==> src/rtl/pdc_pkg.sv <==
package pdc_pkg;

  localparam logic MODE_LIST  = 1'b0;
  localparam logic MODE_COUNT = 1'b1;

  // Clamp a requested depth into 1..w
  function automatic int unsigned eff_depth(input int unsigned req, input int unsigned w);
    if (req == 0) return 1;
    if (req > w)  return w;
    return req;
  endfunction

endpackage

==> src/rtl/pdc_hit_sync.sv <==
module pdc_hit_sync #(
  parameter int STAGES = 2
) (
  input  logic clk,
  input  logic rst_n,
  input  logic hit_in,
  output logic hit_lvl,
  output logic hit_rise
);
  localparam int SHW = STAGES + 1;

  logic [SHW-1:0] sh_q;

  always_ff @(posedge clk) begin
    if (!rst_n) sh_q <= '0;
    else        sh_q <= {sh_q[SHW-2:0], hit_in};
  end

  assign hit_lvl  = sh_q[STAGES-1];
  assign hit_rise = sh_q[STAGES-1] & ~sh_q[STAGES];

  // an edge is a single-cycle event
  assert_single_rise_R2: assert property (@(posedge clk) disable iff (!rst_n)
    hit_rise |=> !hit_rise);

endmodule

==> src/rtl/pdc_sat_counter.sv <==
module pdc_sat_counter
  import pdc_pkg::*;
#(
  parameter int CNT_W   = 32,
  parameter int DEPTH_W = 6
) (
  input  logic               clk,
  input  logic               rst_n,
  input  logic [DEPTH_W-1:0] depth,
  input  logic               inc,
  input  logic               clr,
  output logic [CNT_W-1:0]   cnt_q
);
  logic [CNT_W-1:0] limit;
  logic             at_limit;

  function automatic logic [CNT_W-1:0] limit_of(input logic [DEPTH_W-1:0] d);
    int unsigned n;
    n = eff_depth(int'(d), CNT_W);
    return {CNT_W{1'b1}} >> (CNT_W - int'(n));
  endfunction

  always_comb begin
    limit    = limit_of(depth);
    at_limit = (cnt_q >= limit);
  end

  always_ff @(posedge clk) begin
    if (!rst_n)                cnt_q <= '0;
    else if (clr)              cnt_q <= '0;
    else if (inc && !at_limit) cnt_q <= cnt_q + 1'b1;
  end

  assert_no_overflow_R3: assert property (@(posedge clk) disable iff (!rst_n)
    (at_limit && !clr) |=> $stable(cnt_q));

  assert_step_one_R2: assert property (@(posedge clk) disable iff (!rst_n)
    !clr |=> (cnt_q == $past(cnt_q) || cnt_q == $past(cnt_q) + 1'b1));

  assert_clear_zero_R6: assert property (@(posedge clk) disable iff (!rst_n)
    clr |=> (cnt_q == '0));

endmodule

==> src/rtl/pdc_readout_latch.sv <==
module pdc_readout_latch #(
  parameter int CNT_W = 32
) (
  input  logic             clk,
  input  logic             rst_n,
  input  logic             ld,
  input  logic             sel,
  input  logic [CNT_W-1:0] cnt0,
  input  logic [CNT_W-1:0] cnt1,
  output logic [CNT_W-1:0] ro_word
);
  logic [CNT_W-1:0] idle_word;

  assign idle_word = sel ? cnt0 : cnt1;

  always_ff @(posedge clk) begin
    if (!rst_n)  ro_word <= '0;
    else if (ld) ro_word <= idle_word;
  end

  assert_load_idle_R5: assert property (@(posedge clk) disable iff (!rst_n)
    ld |=> (ro_word == (($past(sel)) ? $past(cnt0) : $past(cnt1))));

  assert_hold_word_R5: assert property (@(posedge clk) disable iff (!rst_n)
    !ld |=> $stable(ro_word));

endmodule

==> src/rtl/pixel_dual_counter.sv <==
module pixel_dual_counter
  import pdc_pkg::*;
#(
  parameter int CNT_W       = 32,
  parameter int SYNC_STAGES = 2,
  parameter int DEPTH_W     = $clog2(CNT_W + 1)
) (
  input  logic               clk,
  input  logic               rst_n,
  input  logic               hit_in,
  input  logic               sel_in,
  input  logic               mode_in,
  input  logic               gate_in,
  input  logic [DEPTH_W-1:0] depth_cfg,
  input  logic               clr_in,
  input  logic               clr_sel,
  input  logic               ld_in,
  output logic [CNT_W-1:0]   ro_word,
  output logic               list_hit
);
  localparam int NCNT = 2;

  logic             hit_lvl;
  logic             hit_rise;
  logic             count_ev;
  logic [CNT_W-1:0] cnt [NCNT];

  pdc_hit_sync #(.STAGES(SYNC_STAGES)) u_sync (
    .clk(clk), .rst_n(rst_n), .hit_in(hit_in),
    .hit_lvl(hit_lvl), .hit_rise(hit_rise)
  );

  assign count_ev = hit_rise && gate_in && (mode_in == MODE_COUNT);
  assign list_hit = hit_lvl && gate_in && (mode_in == MODE_LIST);

  for (genvar g = 0; g < NCNT; g++) begin : g_cnt
    logic inc_g;
    logic clr_g;
    assign inc_g = count_ev && (sel_in == g[0]);
    assign clr_g = clr_in && (clr_sel == g[0]);

    pdc_sat_counter #(.CNT_W(CNT_W), .DEPTH_W(DEPTH_W)) u_ctr (
      .clk(clk), .rst_n(rst_n), .depth(depth_cfg),
      .inc(inc_g), .clr(clr_g), .cnt_q(cnt[g])
    );

    // counter not selected stays frozen unless cleared
    assert_idle_frozen_R5: assert property (@(posedge clk) disable iff (!rst_n)
      (sel_in != g[0] && !clr_g) |=> $stable(cnt[g]));
  end

  pdc_readout_latch #(.CNT_W(CNT_W)) u_ro (
    .clk(clk), .rst_n(rst_n), .ld(ld_in), .sel(sel_in),
    .cnt0(cnt[0]), .cnt1(cnt[1]), .ro_word(ro_word)
  );

  assert_list_quiet_R7: assert property (@(posedge clk) disable iff (!rst_n)
    (mode_in == MODE_COUNT || !gate_in) |-> !list_hit);

  assert_no_count_off_R4: assert property (@(posedge clk) disable iff (!rst_n)
    (!gate_in || mode_in == MODE_LIST) && !clr_in |=> ($stable(cnt[0]) && $stable(cnt[1])));

endmodule

==> config.mk <==
export PLATFORM = sky130hd
export DESIGN_NAME = pixel_dual_counter
export DESIGN_NICKNAME = d
export VERILOG_FILES = /design/src/rtl/pdc_pkg.sv /design/src/rtl/pdc_hit_sync.sv /design/src/rtl/pdc_sat_counter.sv /design/src/rtl/pdc_readout_latch.sv /design/src/rtl/pixel_dual_counter.sv
export SDC_FILE = /design/constraint.sdc
export NUM_CORES = 1
export LEC_CHECK = 0
export ABC_AREA = 0
export BUFFER_PORTS_ARGS = -buffer_cell sky130_fd_sc_hd__buf_2
export CORE_UTILIZATION = 41
export DETAILED_ROUTE_END_ITERATION = 10
export SLEW_MARGIN = 0
export SYNTH_ARGS = -nofsm -noshare
export SYNTH_HDL_FRONTEND = slang
export SYNTH_SLANG_ARGS = --single-unit
==> constraint.sdc <==
create_clock -name clk -period 10.5 [get_ports clk]
set_input_delay 2.625 -clock clk [delete_from_list [all_inputs] [get_ports clk]]
set_output_delay 2.625 -clock clk [all_outputs]
set_load 0.01 [all_outputs]
==> results.md <==
* Setup repair after global routing missed its margin: false
* Clock tree buffer depth at 2
* Wire length after detailed routing at 19800 µm
* Kind of cell adding the most delay to the critical path: simple AND/OR/NAND/NOR gates
* Antenna violations before repair at 0
* First-pass GRT wire length at 31500 µm
* Cts repair resizes at 0
* Async SR Flop Fraction at 0%
* Type of element capturing the critical path: flop
* Worst clock skew on the final layout at 0.0106 ns
* Relative slew slack at 26.5%
* Static leakage at 3.12 nW
* Total routing usage reported by global routing at 25.1%
* Placer's final routability congestion estimate at 0.909
* # port buffers at 47
* Number of enable-type register cells in the synthesized netlist at 0
* Maxcap violations at 0
* Warnings, synthesis at 0
* Number of levels the H-tree was split into at 3
* Outcome: complete, no violations
* Number of antenna diodes at 0
* Worst Max-Slew Pin Slew at 1.10 ns
* # hold bufs at CTS at 0
* Worst setup margin at 2.73 ns
* Cell with the most instances on the worst path: sky130_fd_sc_hd__nor2_1
* Vias in the first global route at 5665
* Layout net count at 892
* IR drop worst, VDD at 81.8 µV
* Cell Chain, Critical Path: buf_2 -> nor4_1 -> nor2_1 -> nor2_1 -> inv_2 -> ha_1 -> nor2b_1 -> nor2_1 -> and2_1 -> and2_0 -> a21o_1 -> a31oi_1 -> ha_1 -> nand4_1 -> nor4_1 -> a311o_1 -> o41a_4 -> or2_1 -> or4_1 -> a21oi_1
* Clock sink total at 99
* Worst setup slack before clock tree synthesis at 2.44 ns
* Clock latency at the later pin of the worst-skew pair at 0.36 ns
* Iteration-0 DRC count of the detailed router at 409
* Slowest stage cell on the critical path: sky130_fd_sc_hd__or4_1
* Top-level port count at 48
* Hold Startpoint: u_sync.sh_q[0]
* Net count after synthesis at 863
* DIE WIDTH at 128 µm
* Pre-antenna DRT Iters at 5
* Final period util at 74.0%
* Post-synthesis instance area at 6500 µm²
* Crit path buf inv count at 2
* Number of distinct standard cells referenced by the synthesized netlist at 57
* Largest fanout of any net on the critical path at 25
* Clock transition at the registers of the reported paths at 0.07 ns
* Layout cell share with drive strength beyond 1 at 9.59%
* Finish-stage setup viols at 0
* Synthesized area per cell at 8.34 µm²
* Via Count at 6002
* Root Buffer Master: sky130_fd_sc_hd__clkbuf_16
* DRC violation count after routing at 0
* Total CTS buffers at 9
* Post-route antenna net violation count at 0
* PnR Total Power at 835 µW
* Core Box Area at 15400 µm²
* Post-synth top flop: sky130_fd_sc_hd__dfxtp_1
* DP HPWL at 15400 µm
* Final Hold Slack at 0.440 ns
* Final number of max-transition violations at 0
* Clock tree from TritonCTS: done
* Max Clk Rate at 0.129 GHz
* Routed vias/inst at 5.86
* Initial cell density of the core at 42.3%
* Post-layout minimum cycle time at 7.77 ns
* Post-synthesis register bit count at 99
* Area growth from synthesis to layout at 10.6%
* Final Hold Viols at 0
* Class of the most critical setup path: input port to flop
* Overflow after GRT at 0
* Wire length per cell after detailed routing at 19.3 µm
* Total Neg Setup Slack at 0 ns
* Worst Path Required at 10.77 ns
* Pin count of the biggest net entering global routing at 65
* Seq/Total Area, Yosys at 30.5%
* Worst R2R Start: g_cnt[1].u_ctr.cnt_q[0]
* FP Rows at 45
* Die Span Y at 128 µm
* Maximum single-stage delay on the critical path at 0.61 ns
* Number of cells produced by synthesis at 780
* Total Die Area at 16400 µm²
* Commonest cells after routing, fill and taps aside: sky130_fd_sc_hd__dfxtp_1, sky130_fd_sc_hd__nand2_1, sky130_fd_sc_hd__ha_1, sky130_fd_sc_hd__a21oi_1, sky130_fd_sc_hd__nor2_1
* Type of the tightest min-delay check: flop to flop
* CP Launch Point: depth_cfg[3]
* Critical path data arrival time at 8.04 ns
* Most frequent standard cell in the layout excluding fill and tap cells: sky130_fd_sc_hd__dfxtp_1
* Critical Path Source Type: input port
* Power density relative to cell area at 116 nW/µm²
* Post-CTS Setup Inserts at 0
==> cell type report <==
cell class | instances | area, µm²
sequential | 99 | 1980
tap | 211 | 264
clock buffer | 10 | 239
fill | 1539 | 8180
timing repair buffer | 54 | 288
inverter | 25 | 93.8
clock inverter | 5 | 46.3
multi-input combinational | 620 | 4280
==> per-stage QoR <==
step | util [%] | cells | instance area [µm²]
global route | 46.8 | 1024 | 7190
floorplan | - | 780 | 6500
finish | 46.8 | 1024 | 7190
detailed placement | 44.9 | 1009 | 6910
global placement | 44.9 | 1009 | 6910
CTS | 46.8 | 1024 | 7190
==> power breakdown <==
| group | leakage, nW | internal (mW) | switching [mW] |
|---|---|---|---|
| sequential | 0.803 | 0.382 | 0.00334 |
| clock | 0.141 | 0.170 | 0.157 |
| combinational | 2.18 | 0.0422 | 0.0803 |
| total | 3.12 | 0.594 | 0.241 |
==> cells in the mapped netlist (3+ instances only) <==
master / instances / share of area, %
sky130_fd_sc_hd__and2_1: 9 / 0.87
sky130_fd_sc_hd__dfxtp_1: 99 / 30
sky130_fd_sc_hd__o211a_1: 32 / 4.9
sky130_fd_sc_hd__nand2b_1: 12 / 1.2
sky130_fd_sc_hd__ha_1: 68 / 13
sky130_fd_sc_hd__o211ai_1: 9 / 1.0
sky130_fd_sc_hd__a31o_2: 4 / 0.54
sky130_fd_sc_hd__clkbuf_1: 29 / 1.7
sky130_fd_sc_hd__nand3b_1: 3 / 0.35
sky130_fd_sc_hd__mux2i_1: 31 / 4.8
sky130_fd_sc_hd__nand3_1: 35 / 2.7
sky130_fd_sc_hd__and4_1: 9 / 1.2
sky130_fd_sc_hd__a21o_1: 8 / 0.92
sky130_fd_sc_hd__a31oi_1: 4 / 0.38
sky130_fd_sc_hd__o21ai_0: 33 / 2.5
sky130_fd_sc_hd__and3_1: 14 / 1.3
sky130_fd_sc_hd__or4_1: 9 / 1.0
sky130_fd_sc_hd__or3_1: 14 / 1.3
sky130_fd_sc_hd__nor3_1: 20 / 1.5
sky130_fd_sc_hd__nand4_1: 32 / 3.1
sky130_fd_sc_hd__inv_1: 24 / 1.4
sky130_fd_sc_hd__o31ai_1: 8 / 0.92
sky130_fd_sc_hd__buf_1: 5 / 0.29
sky130_fd_sc_hd__xor2_1: 7 / 0.94
sky130_fd_sc_hd__xnor2_1: 22 / 3.0
sky130_fd_sc_hd__nor4_1: 13 / 1.3
sky130_fd_sc_hd__a21oi_1: 52 / 4.0
sky130_fd_sc_hd__o21a_1: 4 / 0.46
sky130_fd_sc_hd__nor2_1: 50 / 2.9
sky130_fd_sc_hd__nor2b_1: 4 / 0.38
sky130_fd_sc_hd__nand2_1: 83 / 4.8
==> state kept, by name, indices dropped and copies added (netlist names) <==
register,count
u_ro.ro_word,32
g_cnt.u_ctr.cnt_q,64
u_sync.sh_q,3
==> cells by family (layout without fill, tap and decap cells) <==
group                    after synthesis  after routing  share of synthesized area (%)
adder cells (fa/ha/maj)               68             68                           13.1
buffers and inverters                 61             94                           3.75
AND/OR/NAND/NOR                      317            317                           25.2
AO/OA/AOI/OAI                        175            175                           18.8
XOR/XNOR                              29             29                           3.90
flip-flops                            99             99                           30.5
multiplexers                          31             31                           4.77
==> layer usage <==
metal / track usage [%] / routed length, µm
met3: 3.67 / 693
met5: 0 / 0
met2: 39.6 / 8940
met1: 35.5 / 9820
met4: 7.40 / 336
==> worst paths after layout <==
check | to | slack, ns | depth (start not counted)
setup / recovery | g_cnt[1].u_ctr.cnt_q[13] | 2.73 | 20
hold / removal | u_sync.sh_q[1] | 0.44 | 1
setup reg to reg | g_cnt[1].u_ctr.cnt_q[13] | 6.95 | 9
hold reg to reg | u_sync.sh_q[1] | 0.44 | 1
(Power assumes the default switching activity.)
